File: src/rtl/spi_cmd_pkg.sv
package spi_cmd_pkg;

  localparam logic [7:0] OP_WREN  = 8'h06;
  localparam logic [7:0] OP_SFLB  = 8'h00;
  localparam logic [7:0] OP_WRDI  = 8'h04;
  localparam logic [7:0] OP_RDSR  = 8'h05;
  localparam logic [7:0] OP_WRSR  = 8'h01;
  localparam logic [7:0] OP_READ  = 8'h03;
  localparam logic [7:0] OP_WRITE = 8'h02;

  typedef enum logic [1:0] {
    PH_CMD,
    PH_ADDR,
    PH_DATA,
    PH_SKIP
  } phase_e;

  typedef enum logic [2:0] {
    CMD_NONE,
    CMD_LATCH_ON,
    CMD_LATCH_OFF,
    CMD_FLAG_ON,
    CMD_STAT_RD,
    CMD_STAT_WR,
    CMD_ARR_RD,
    CMD_ARR_WR
  } cmd_e;

  function automatic cmd_e decode_op(input logic [7:0] op);
    case (op)
      OP_WREN:  decode_op = CMD_LATCH_ON;
      OP_WRDI:  decode_op = CMD_LATCH_OFF;
      OP_SFLB:  decode_op = CMD_FLAG_ON;
      OP_RDSR:  decode_op = CMD_STAT_RD;
      OP_WRSR:  decode_op = CMD_STAT_WR;
      OP_READ:  decode_op = CMD_ARR_RD;
      OP_WRITE: decode_op = CMD_ARR_WR;
      default:  decode_op = CMD_NONE;
    endcase
  endfunction

endpackage

File: src/rtl/spi_edge_sync.sv
module spi_edge_sync #(
  parameter int STAGES = 2
) (
  input  logic clk,
  input  logic rst_n,
  input  logic sck_in,
  input  logic cs_n_in,
  input  logic mosi_in,
  output logic sck_rise,
  output logic sck_fall,
  output logic mosi_bit,
  output logic cs_active,
  output logic cs_start,
  output logic cs_end
);

  logic [STAGES-1:0] sck_q, cs_q, mosi_q;
  logic sck_prev, cs_prev;
  logic sck_s, cs_s;

  always_ff @(posedge clk or negedge rst_n) begin
    if (!rst_n) begin
      sck_q    <= '0;
      cs_q     <= '1;
      mosi_q   <= '0;
      sck_prev <= 1'b0;
      cs_prev  <= 1'b1;
    end else begin
      sck_q    <= {sck_q[STAGES-2:0], sck_in};
      cs_q     <= {cs_q[STAGES-2:0], cs_n_in};
      mosi_q   <= {mosi_q[STAGES-2:0], mosi_in};
      sck_prev <= sck_s;
      cs_prev  <= cs_s;
    end
  end

  assign sck_s     = sck_q[STAGES-1];
  assign cs_s      = cs_q[STAGES-1];
  assign mosi_bit  = mosi_q[STAGES-1];
  assign sck_rise  = sck_s & ~sck_prev;
  assign sck_fall  = ~sck_s & sck_prev;
  assign cs_active = ~cs_s;
  assign cs_start  = ~cs_s & cs_prev;
  assign cs_end    = cs_s & ~cs_prev;

endmodule

File: src/rtl/spi_tx_shift.sv
module spi_tx_shift (
  input  logic       clk,
  input  logic       rst_n,
  input  logic       frame_end,
  input  logic       load_en,
  input  logic [7:0] load_byte,
  input  logic       shift_en,
  output logic       miso,
  output logic       miso_oe
);

  logic [7:0] tx_byte;
  logic [2:0] out_idx;

  always_ff @(posedge clk or negedge rst_n) begin
    if (!rst_n) begin
      tx_byte <= '0;
      out_idx <= '0;
      miso    <= 1'b0;
      miso_oe <= 1'b0;
    end else if (frame_end) begin
      out_idx <= '0;
      miso    <= 1'b0;
      miso_oe <= 1'b0;
    end else begin
      if (load_en) begin
        tx_byte <= load_byte;
        out_idx <= '0;
      end else if (shift_en) begin
        miso    <= tx_byte[3'd7 - out_idx];
        out_idx <= out_idx + 3'd1;
        miso_oe <= 1'b1;
      end
    end
  end

endmodule

File: src/rtl/spi_wr_buffer.sv
module spi_wr_buffer #(
  parameter int ADDR_W = 16,
  parameter int DEPTH  = 8
) (
  input  logic              clk,
  input  logic              rst_n,
  input  logic              clear,
  input  logic              push,
  input  logic [7:0]        push_data,
  input  logic              base_load,
  input  logic [ADDR_W-1:0] base_addr,
  input  logic              commit,
  output logic              busy,
  output logic              wr_valid,
  input  logic              wr_ready,
  output logic [ADDR_W-1:0] wr_addr,
  output logic [7:0]        wr_data
);

  localparam int CNT_W = $clog2(DEPTH + 1);
  localparam int IDX_W = $clog2(DEPTH);

  logic [7:0]        store [DEPTH];
  logic [CNT_W-1:0]  count;
  logic [IDX_W-1:0]  idx;
  logic [ADDR_W-1:0] base_q;
  logic              last_xfer;

  assign last_xfer = (CNT_W'(idx) + CNT_W'(1)) == count;

  always_ff @(posedge clk) begin
    if (push && !busy && count < CNT_W'(DEPTH))
      store[count[IDX_W-1:0]] <= push_data;
  end

  always_ff @(posedge clk or negedge rst_n) begin
    if (!rst_n) begin
      count  <= '0;
      idx    <= '0;
      base_q <= '0;
      busy   <= 1'b0;
    end else if (busy) begin
      if (wr_ready) begin
        if (last_xfer) begin
          busy  <= 1'b0;
          count <= '0;
          idx   <= '0;
        end else begin
          idx <= idx + IDX_W'(1);
        end
      end
    end else if (clear) begin
      count <= '0;
      idx   <= '0;
    end else begin
      if (base_load) base_q <= base_addr;
      if (push && count < CNT_W'(DEPTH)) count <= count + CNT_W'(1);
      if (commit && count != '0) begin
        busy <= 1'b1;
        idx  <= '0;
      end
    end
  end

  assign wr_valid = busy;
  assign wr_addr  = base_q + ADDR_W'(idx);
  assign wr_data  = store[idx];


  hold_stable_chk: assert property (@(posedge clk) disable iff (!rst_n)
    wr_valid && !wr_ready |=> wr_valid && $stable(wr_addr) && $stable(wr_data));


  cnt_cap_chk: assert property (@(posedge clk) disable iff (!rst_n)
    count <= CNT_W'(DEPTH));

endmodule

File: src/rtl/spi_cmd_frontend.sv
module spi_cmd_frontend
  import spi_cmd_pkg::*;
#(
  parameter int ADDR_BYTES  = 2,
  parameter int WBUF_DEPTH  = 8,
  parameter int SYNC_STAGES = 2,
  localparam int ADDR_W     = 8 * ADDR_BYTES
) (
  input  logic              clk,
  input  logic              rst_n,
  input  logic              spi_sck,
  input  logic              spi_cs_n,
  input  logic              spi_mosi,
  output logic              spi_miso,
  output logic              spi_miso_oe,
  output logic              mem_rd_en,
  output logic [ADDR_W-1:0] mem_rd_addr,
  input  logic [7:0]        mem_rd_data,
  output logic              mem_wr_valid,
  input  logic              mem_wr_ready,
  output logic [ADDR_W-1:0] mem_wr_addr,
  output logic [7:0]        mem_wr_data,
  input  logic              write_allow,
  input  logic [7:0]        status_byte,
  output logic              ctl_wel_set,
  output logic              ctl_wel_clr,
  output logic              ctl_flag_set,
  output logic              stat_wr_valid,
  output logic [7:0]        stat_wr_data
);

  localparam int ACNT_W = $clog2(ADDR_BYTES + 1);

  logic sck_rise, sck_fall, mosi_bit, cs_active, cs_start, cs_end;

  spi_edge_sync #(.STAGES(SYNC_STAGES)) u_sync (
    .clk(clk), .rst_n(rst_n),
    .sck_in(spi_sck), .cs_n_in(spi_cs_n), .mosi_in(spi_mosi),
    .sck_rise(sck_rise), .sck_fall(sck_fall), .mosi_bit(mosi_bit),
    .cs_active(cs_active), .cs_start(cs_start), .cs_end(cs_end)
  );

  phase_e            phase;
  cmd_e              cmd;
  logic [2:0]        bit_idx;
  logic [7:0]        shreg;
  logic [ADDR_W-1:0] addr_q;
  logic [ACNT_W-1:0] abyte;
  logic              extra, out_mode, stat_load, rd_pending;
  logic [7:0]        wrsr_byte;
  logic              wrsr_have;
  logic              buf_busy;

  logic [7:0]        rx_byte;
  logic [ADDR_W+7:0] addr_cat;
  logic [ADDR_W-1:0] addr_next;
  logic              bit_ok, byte_done, last_abyte;

  assign rx_byte    = {shreg[6:0], mosi_bit};
  assign addr_cat   = {addr_q, rx_byte};
  assign addr_next  = addr_cat[ADDR_W-1:0];
  assign bit_ok     = sck_rise && cs_active && !cs_start && phase != PH_SKIP;
  assign byte_done  = bit_ok && bit_idx == 3'd7;
  assign last_abyte = abyte == ACNT_W'(ADDR_BYTES - 1);

  always_ff @(posedge clk or negedge rst_n) begin
    if (!rst_n) begin
      phase         <= PH_SKIP;
      cmd           <= CMD_NONE;
      bit_idx       <= '0;
      shreg         <= '0;
      addr_q        <= '0;
      abyte         <= '0;
      extra         <= 1'b0;
      out_mode      <= 1'b0;
      stat_load     <= 1'b0;
      rd_pending    <= 1'b0;
      wrsr_byte     <= '0;
      wrsr_have     <= 1'b0;
      mem_rd_en     <= 1'b0;
      mem_rd_addr   <= '0;
      ctl_wel_set   <= 1'b0;
      ctl_wel_clr   <= 1'b0;
      ctl_flag_set  <= 1'b0;
      stat_wr_valid <= 1'b0;
      stat_wr_data  <= '0;
    end else begin
      ctl_wel_set   <= 1'b0;
      ctl_wel_clr   <= 1'b0;
      ctl_flag_set  <= 1'b0;
      stat_wr_valid <= 1'b0;
      stat_load     <= 1'b0;
      mem_rd_en     <= 1'b0;
      rd_pending    <= mem_rd_en;
      if (cs_start) begin
        phase     <= buf_busy ? PH_SKIP : PH_CMD;
        cmd       <= CMD_NONE;
        bit_idx   <= '0;
        abyte     <= '0;
        extra     <= 1'b0;
        out_mode  <= 1'b0;
        wrsr_have <= 1'b0;
      end else if (cs_end) begin
        if (phase == PH_DATA && bit_idx == 3'd0) begin
          case (cmd)
            CMD_LATCH_ON:  ctl_wel_set  <= !extra;
            CMD_LATCH_OFF: ctl_wel_clr  <= !extra;
            CMD_FLAG_ON:   ctl_flag_set <= !extra;
            CMD_STAT_WR: begin
              stat_wr_valid <= wrsr_have;
              stat_wr_data  <= wrsr_byte;
            end
            default: ;
          endcase
        end
        phase    <= PH_SKIP;
        out_mode <= 1'b0;
      end else if (bit_ok) begin
        shreg   <= rx_byte;
        bit_idx <= bit_idx + 3'd1;
        if (phase == PH_DATA) extra <= 1'b1;
        if (bit_idx == 3'd7) begin
          case (phase)
            PH_CMD: begin
              cmd <= decode_op(rx_byte);
              case (decode_op(rx_byte))
                CMD_NONE:              phase <= PH_SKIP;
                CMD_ARR_RD, CMD_ARR_WR: phase <= PH_ADDR;
                CMD_STAT_RD: begin
                  phase     <= PH_DATA;
                  stat_load <= 1'b1;
                  out_mode  <= 1'b1;
                end
                default:               phase <= PH_DATA;
              endcase
            end
            PH_ADDR: begin
              addr_q <= addr_next;
              abyte  <= abyte + ACNT_W'(1);
              if (last_abyte) begin
                phase <= PH_DATA;
                if (cmd == CMD_ARR_RD) begin
                  mem_rd_en   <= 1'b1;
                  mem_rd_addr <= addr_next;
                  addr_q      <= addr_next + ADDR_W'(1);
                  out_mode    <= 1'b1;
                end
              end
            end
            PH_DATA: begin
              case (cmd)
                CMD_ARR_RD: begin
                  mem_rd_en   <= 1'b1;
                  mem_rd_addr <= addr_q;
                  addr_q      <= addr_q + ADDR_W'(1);
                end
                CMD_STAT_RD: stat_load <= 1'b1;
                CMD_STAT_WR: begin
                  wrsr_byte <= rx_byte;
                  wrsr_have <= 1'b1;
                end
                default: ;
              endcase
            end
            default: ;
          endcase
        end
      end
    end
  end

  logic buf_push, buf_base, buf_commit, buf_clear;

  assign buf_push   = byte_done && phase == PH_DATA && cmd == CMD_ARR_WR;
  assign buf_base   = byte_done && phase == PH_ADDR && last_abyte && cmd == CMD_ARR_WR;
  assign buf_commit = cs_end && phase == PH_DATA && cmd == CMD_ARR_WR &&
                      bit_idx == 3'd0 && write_allow;
  assign buf_clear  = cs_start;

  spi_wr_buffer #(.ADDR_W(ADDR_W), .DEPTH(WBUF_DEPTH)) u_wbuf (
    .clk(clk), .rst_n(rst_n),
    .clear(buf_clear), .push(buf_push), .push_data(rx_byte),
    .base_load(buf_base), .base_addr(addr_next), .commit(buf_commit),
    .busy(buf_busy),
    .wr_valid(mem_wr_valid), .wr_ready(mem_wr_ready),
    .wr_addr(mem_wr_addr), .wr_data(mem_wr_data)
  );

  logic       tx_load;
  logic [7:0] tx_byte_in;

  assign tx_load    = rd_pending | stat_load;
  assign tx_byte_in = rd_pending ? mem_rd_data : status_byte;

  spi_tx_shift u_tx (
    .clk(clk), .rst_n(rst_n),
    .frame_end(cs_end), .load_en(tx_load), .load_byte(tx_byte_in),
    .shift_en(sck_fall && out_mode && cs_active),
    .miso(spi_miso), .miso_oe(spi_miso_oe)
  );


  req_onehot_chk: assert property (@(posedge clk) disable iff (!rst_n)
    $onehot0({ctl_wel_set, ctl_wel_clr, ctl_flag_set, stat_wr_valid}));


  req_single_chk: assert property (@(posedge clk) disable iff (!rst_n)
    ctl_wel_set |=> !ctl_wel_set);


  rd_space_chk: assert property (@(posedge clk) disable iff (!rst_n)
    mem_rd_en |=> !mem_rd_en);


  oe_drop_chk: assert property (@(posedge clk) disable iff (!rst_n)
    cs_end |=> !spi_miso_oe);


  busy_skip_chk: assert property (@(posedge clk) disable iff (!rst_n)
    cs_start && buf_busy |=> phase == PH_SKIP);

endmodule

File: config.mk
export PLATFORM = sky130hd
export DESIGN_NAME = spi_cmd_frontend
export DESIGN_NICKNAME = d
export VERILOG_FILES = /design/src/rtl/spi_cmd_pkg.sv /design/src/rtl/spi_edge_sync.sv /design/src/rtl/spi_tx_shift.sv /design/src/rtl/spi_wr_buffer.sv /design/src/rtl/spi_cmd_frontend.sv
export SDC_FILE = /design/constraint.sdc
export NUM_CORES = 1
export LEC_CHECK = 0
export BUFFER_PORTS_ARGS = -buffer_cell sky130_fd_sc_hd__buf_4
export CAP_MARGIN = 40
export CORE_ASPECT_RATIO = 1.25
export CORE_MARGIN = 2
export CORE_UTILIZATION = 64
export DETAILED_ROUTE_END_ITERATION = 10
export PLACE_DENSITY = 0.83
export SYNTH_ARGS = -nofsm -noshare
export SYNTH_HDL_FRONTEND = slang
export SYNTH_SLANG_ARGS = --single-unit
File: constraint.sdc
create_clock -name clk -period 4.8 [get_ports clk]
set_clock_uncertainty 0.15 [all_clocks]
set_input_delay 0.24 -clock clk [delete_from_list [all_inputs] [get_ports clk]]
set_output_delay 0.24 -clock clk [all_outputs]
set_load 0.01 [all_outputs]
==> results of run 1 <==
per-stage QoR:
stage | total power [uW] | area [um2] | hold WS, ns | cells | worst slack [ns]
3_5_place_dp | 2480 | 9620 | 0.0471 | 952 | 1.55
4_1_cts | 3850 | 10300 | 0.00263 | 997 | 1.32
5_1_grt | 3990 | 10300 | 0.0103 | 998 | 1.28
3_3_place_gp | 2420 | 9560 | 0.183 | 949 | 1.55
2_1_floorplan | 2240 | 8890 | -0.206 | 735 | 1.94
6_report | 3850 | 10300 | 0.0103 | 998 | 1.52
worst max-delay path, stage by stage, from the launching register on:
cell and delay (ns):
dfstp_2 0.59, inv_1 0.06, ha_1 0.35, nor3_2 0.33
nand3_1 0.13, nor4_2 0.46, nand3_1 0.25, nor2_1 0.59
registers in the layout, indices dropped and copies added (netlist names), 3 cells and up:
| name | count |
|---|---|
| u_wbuf.store | 64 |
| addr_q | 16 |
| mem_rd_addr | 16 |
| u_wbuf.base_q | 16 |
| stat_wr_data | 8 |
| u_tx.tx_byte | 8 |
| wrsr_byte | 8 |
| shreg | 7 |
| u_wbuf.count | 4 |
| bit_idx | 3 |
| cmd | 3 |
| u_tx.out_idx | 3 |
| u_wbuf.idx | 3 |
worst max path at each step:
| stage | to | cells after the start |
|---|---|---|
| floorplan | u_wbuf.store[0][0]$_DFFE_PP_ | 7 |
| global placement | mem_wr_addr[12] | 9 |
| detailed placement | u_wbuf.store[3][2]$_DFFE_PP_ | 7 |
| CTS | mem_wr_addr[12] | 8 |
| global route | u_wbuf.store[5][7]$_DFFE_PP_ | 7 |
| finish | u_wbuf.store[4][2]$_DFFE_PP_ | 7 |
cell type report:
| type | instances | area share |
|---|---|---|
| Clock inverter | 15 | 0.0145 |
| Tap cell | 175 | 0.0212 |
| Multi-Input combinational cell | 484 | 0.357 |
| Sequential cell | 184 | 0.476 |
| Inverter | 22 | 0.00798 |
| Clock buffer | 17 | 0.0411 |
| Timing Repair Buffer | 101 | 0.0820 |
cells by family after synthesis:
| family | Yosys count |
|---|---|
| xor+xnor | 31 |
| buf+inv | 67 |
| mux | 81 |
| compound gates | 125 |
| fa+ha+maj | 23 |
| simple gates | 224 |
| flops | 184 |
routing by layer:
metal,global-route usage,vias to the layer above,share of wire
met5,0,-,0
met4,0.127,0,0.034
met3,0.0616,65,0.060
met2,0.514,279,0.53
met1,0.379,3163,0.38
li1,-,2867,-
power by group through the flow:
stage / Combinational, uW / Clock [uW] / Sequential (uW)
2_1_floorplan: 453 / 0 / 1780
3_3_place_gp: 537 / 0 / 1880
3_5_place_dp: 605 / 0 / 1870
4_1_cts: 621 / 1380 / 1850
5_1_grt: 694 / 1440 / 1850
6_report: 642 / 1370 / 1840
placed cells by master (no fill, tap or decap), drive strengths merged, types with 20 or more instances in the layout:
cell type and count:
nand3 34, nor2 66, mux2i 20, xnor2 22
edfxtp 64, inv 26, ha 22, o21ai 35
nand2 40, buf 88, a21oi 31, dfrtp 115
mux2 43
timing repair:
action | 4_1_cts | 5_1_grt
hold buffers | 13 | 0
setup buffers | 0 | 0
endpoints found under the hold margin | 85 | 0
==> key figures, run 1 <==
Run status
  • Outcome: finished, final reports clean

Clock tree
  • H-tree Lvls: 4
  • CTS tree: yes
  • Clock Sink Count: 184
  • CTS root buf: clkbuf_16
  • Clk_lat worst skew: 0.43 ns
  • Clk slew on worst S/H paths: 0.07 ns
  • PostCTS Resize Cnt: 0
  • CTS buffer count: 17
  • CTS max path bufs: 2

Setup path
  • Worst r2r dst: u_wbuf.store[4][2]$_DFFE_PP_
  • CP startpoint: u_sync.cs_q[1]$_DFF_PN1_
  • WP data required: 4.71 ns
  • Reg-to-reg slack, setup: 1.52 ns
  • Critical Path Sink Type: flip-flop
  • Reg2reg path depth: 7
  • Crit Path Class: reg2reg
  • Crit path DAT: 3.19 ns
  • Worst Path Max Fanout: 14
  • Reg-to-Reg Start: u_sync.cs_q[1]$_DFF_PN1_
  • CP Launch Type: flip-flop

Floorplan
  • Rows: 48
  • DIE WIDTH: 109 um
  • Die ar.: 14900 um2
  • Initial Utilization: 0.650
  • Die Y: 136 um
  • Io pins: 79
  • Core Area: 13700 um2

Finish
  • Share of post-route cells with drive strength above 1: 0.241
  • Diode count: 0
  • FF/Latch Area: 4930 um2
  • Fill cell count: 873
  • Footprint of the multi-input gates: 3690 um2
  • Area grow syn2layout: 16.3%
  • Final core occ: 0.756
  • # nets final: 856

GRT
  • Initial antenna violation count: 0
  • First-pass GRT wire length: 34000 um
  • Total Routing Usage GR: 0.304
  • Vias in the first global route: 6455
  • Grt ovf: 0
  • Largest net degree at the start of global routing: 49

Yosys
  • Main combinational cell family by area after synthesis: simple AND/OR/NAND/NOR gates
  • Cells after Synth: 735
  • Post-Syn Nets: 781
  • Synth top cells by count: 115 x dfrtp_1, 65 x nor2_1, 64 x edfxtp_1
  • Top_reg_cell synth: dfrtp_1
  • Synth top area cells: dfrtp_1 32%, edfxtp_1 22%, mux2_2 4.9%, mux4_2 4.6%, ha_1 3.1%
  • Multiplexer area fraction after synthesis: 0.123
  • Yosys top cell by area: dfrtp_1
  • Compound-cell area share of the yosys netlist: 0.0951
  • Count leader, synth: dfrtp_1
  • Synth async-reset ratio: 0.652
  • EDFF count, synth: 64
  • YS warnings: 0
  • Seq/Total Area, Yosys: 0.554
  • Post-Synth Simple-Gate Area: 0.131
  • Adder-Cell Fraction of Synth Area: 0.0332
  • Post-synthesis cell area: 8890 um2
  • Synth cell types: 76
  • Area share of the largest cell type after synthesis: 0.324
  • Flops & latches, synth: 184
  • Synth Area in XOR/XNOR: 0.0321
  • Syn avg cell area: 12.1 um2

STA
  • Slew at the pin with the worst max-slew slack: 0.795 ns
  • Final setup violation count: 0
  • Final Max Tran Viols: 0
  • RSZ-0062 raised after global routing: no
  • Slew HR: 0.470
  • Fmax: 0.305 GHz
  • Sum of negative setup slack: 0 ns
  • Final hold vios: 0
  • Final Critical Period: 3.28 ns
  • Final Cycle Share: 0.683

Route
  • WL/cell: 21.2 um
  • DRT iter0 DRCs: 512
  • Routed vias: 6374
  • Drt drc: 0
  • First-pass DRT Iterations: 5
  • Routed Antenna Nets: 0
  • Vias/cell: 6.39
  • Routed WL: 21100 um

Place
  • Port Buf Inserts: 78
  • Detailed Place HPWL: 13900 um
  • GP Congestion: 0.928

Hold path
  • Hold Path Origin: mem_rd_data[4]
  • Hold Path Cell Cnt: 3
  • Worst Hold Path EP: u_tx.tx_byte[4]$_DFFE_PN0P_
  • Hold crit path type: in2reg

Pwr
  • Logic gate share of total power: 0.167
  • Int Power: 2760 uW
  • Clk pwr share: 0.356
  • Peak VDD IR: 294 uV
  • Pwr dens: 372 nW/um2
  • NetSw: 1090 uW
  • Sequential Power Share: 0.478
  • Sw Ratio: 0.283
  • P_leak: 0.00436 uW

Run
  • Max-Cap Viols: 0
Note: power is estimated with default switching activity, not from simulation.
==> run 2, diff against run 1 <==
Settings changed: CORE_UTILIZATION 64 to 60, PLACE_DENSITY 0.83 to 0.78.
Clock period 4.8 ns to 3.4 ns, I/O delays scaled along.
==> key figures, run 2 (same netlist as run 1, synthesis figures left out) <==
Finish
  • Diode count: 0
  • Most frequent cells in the layout: 115 x dfrtp_1, 98 x buf_4, 65 x nor2_1, 64 x edfxtp_1, 40 x nand2_1
  • Max reg flops: 64
  • Footprint of the multi-input gates: 3690 um2
  • Share of post-route cells with drive strength above 1: 0.247
  • Final core occ: 0.725
  • Fill cell count: 992
  • # nets final: 875
  • Area grow syn2layout: 17.9%
  • FF/Latch Area: 4930 um2
  • Most common library cell in the layout ignoring fill and taps: dfrtp_1

Route
  • Routed WL: 20200 um
  • Vias/cell: 6.12
  • Drt drc: 3
  • WL/cell: 19.8 um
  • Routed vias: 6238
  • Routed Antenna Nets: 0
  • DRT iter0 DRCs: 669
  • First-pass DRT Iterations: 8

STA
  • Worst Slack Setup Final: 0.469 ns
  • Slew HR: 0.490
  • Slew at the pin with the worst max-slew slack: 0.765 ns
  • Final Critical Period: 2.93 ns
  • Sum of negative setup slack: 0 ns
  • Final hold vios: 0
  • Final Cycle Share: 0.862
  • Fmax: 0.341 GHz
  • Final setup violation count: 0
  • Final Max Tran Viols: 0
  • RSZ-0062 raised after global routing: no

Pwr
  • Peak VDD IR: 313 uV
  • Clk pwr share: 0.368
  • Total Power: 5480 uW
  • Logic gate share of total power: 0.172
  • NetSw: 1520 uW
  • P_leak: 0.00442 uW
  • Sequential Power Share: 0.460
  • Pwr dens: 523 nW/um2
  • Sw Ratio: 0.278
  • Int Power: 3960 uW

Clock tree
  • H-tree Lvls: 4
  • CTS buffer count: 17
  • Clock Sink Count: 184
  • CTS tree: yes
  • Clk slew on worst S/H paths: 0.07 ns
  • Clk_lat worst skew: 0.44 ns
  • Setup bufs post-CTS: 0
  • PostCTS Resize Cnt: 0
  • CTS root buf: clkbuf_16
  • CTS max path bufs: 2

Setup path
  • Crit Path Class: reg2reg
  • Crit path DAT: 2.93 ns
  • Reg-to-reg slack, setup: 0.47 ns
  • CP Launch Type: flip-flop
  • Reg-to-Reg Start: u_sync.cs_q[1]$_DFF_PN1_
  • Worst Path Max Fanout: 14
  • WP data required: 3.40 ns
  • Worst r2r dst: u_wbuf.store[1][6]$_DFFE_PP_
  • Critical Path Sink Type: flip-flop
  • Reg2reg path depth: 8

GRT
  • Vias in the first global route: 6421
  • Largest net degree at the start of global routing: 58
  • Grt ovf: 0
  • First-pass GRT wire length: 33100 um
  • Total Routing Usage GR: 0.269
  • Initial antenna violation count: 0

Place
  • Detailed Place HPWL: 13500 um
  • Port Buf Inserts: 78
  • Setup WS pre-CTS: 0.497 ns
  • GP Congestion: 0.929

Run
  • Max-Cap Viols: 0

Run status
  • Outcome: finished, violations left
  • Failing checks: DRC

Floorplan
  • Die ar.: 15800 um2
  • Die Y: 140 um
  • Rows: 49
  • Initial Utilization: 0.615
  • Core Area: 14500 um2
  • DIE WIDTH: 113 um
  • Io pins: 79

Hold path
  • Hold crit path type: in2async
==> run 2: power groups by stage <==
stage	registers, uW	logic (uW)	clock network, uW
6_report	2520	943	2020
5_1_grt	2530	1020	2140
4_1_cts	2520	942	2040
3_5_place_dp	2560	925	0
3_3_place_gp	2550	895	0
2_1_floorplan	2520	639	0
==> run 2: how the worst max path moves through the flow <==
stage / depth (start not counted) / to / start
floorplan: 7 / u_wbuf.store[0][0]$_DFFE_PP_ / u_sync.cs_q[1]$_DFF_PN1_
global placement: 8 / u_wbuf.store[0][7]$_DFFE_PP_ / u_sync.cs_q[1]$_DFF_PN1_
detailed placement: 8 / u_wbuf.store[1][6]$_DFFE_PP_ / u_sync.cs_q[1]$_DFF_PN1_
CTS: 7 / mem_wr_addr[12] / u_wbuf.idx[2]$_DFFE_PN0P_
global route: 8 / u_wbuf.store[1][0]$_DFFE_PP_ / u_sync.cs_q[1]$_DFF_PN1_
finish: 8 / u_wbuf.store[1][6]$_DFFE_PP_ / u_sync.cs_q[1]$_DFF_PN1_
==> run 2: routing by layer <==
| metal | GRT usage | vias to the layer above | wire [um] |
|---|---|---|---|
| li1 | - | 2897 | - |
| met1 | 0.351 | 3114 | 8400 |
| met2 | 0.449 | 189 | 10500 |
| met3 | 0.0541 | 38 | 863 |
| met4 | 0.100 | 0 | 423 |
| met5 | 0 | - | 0 |
==> run 2: what timing repair did <==
action,in CTS,in global routing
endpoints found under the setup margin,0,0
hold buffers,22,0
endpoints found under the hold margin,63,0
==> run 2: critical path: stages (launching register included) <==
cell and delay (ns):
dfstp_2 0.59, inv_1 0.06, ha_1 0.34, nor3_2 0.31, nand3_1 0.14, nor4_2 0.43, nand3_1 0.23, nor3_1 0.18
buf_4 0.21
==> run 2: layout make-up <==
class,count,share of cell area
clock buffer,18,0.0409
clock inverter,14,0.0166
inverter,22,0.00787
multi-input combinational,484,0.352
sequential,184,0.470
tap,178,0.0212
timing repair buffer,120,0.0911
==> run 2: through the flow <==
step,hold WS (ns),instance area [um2],instances
after detailed placement,0.126,9660,966
after global routing,0.209,10500,1020
final,0.182,10500,1020
after CTS,0.202,10500,1020
after global placement,0.109,9660,966
after floorplan,-0.276,8890,735
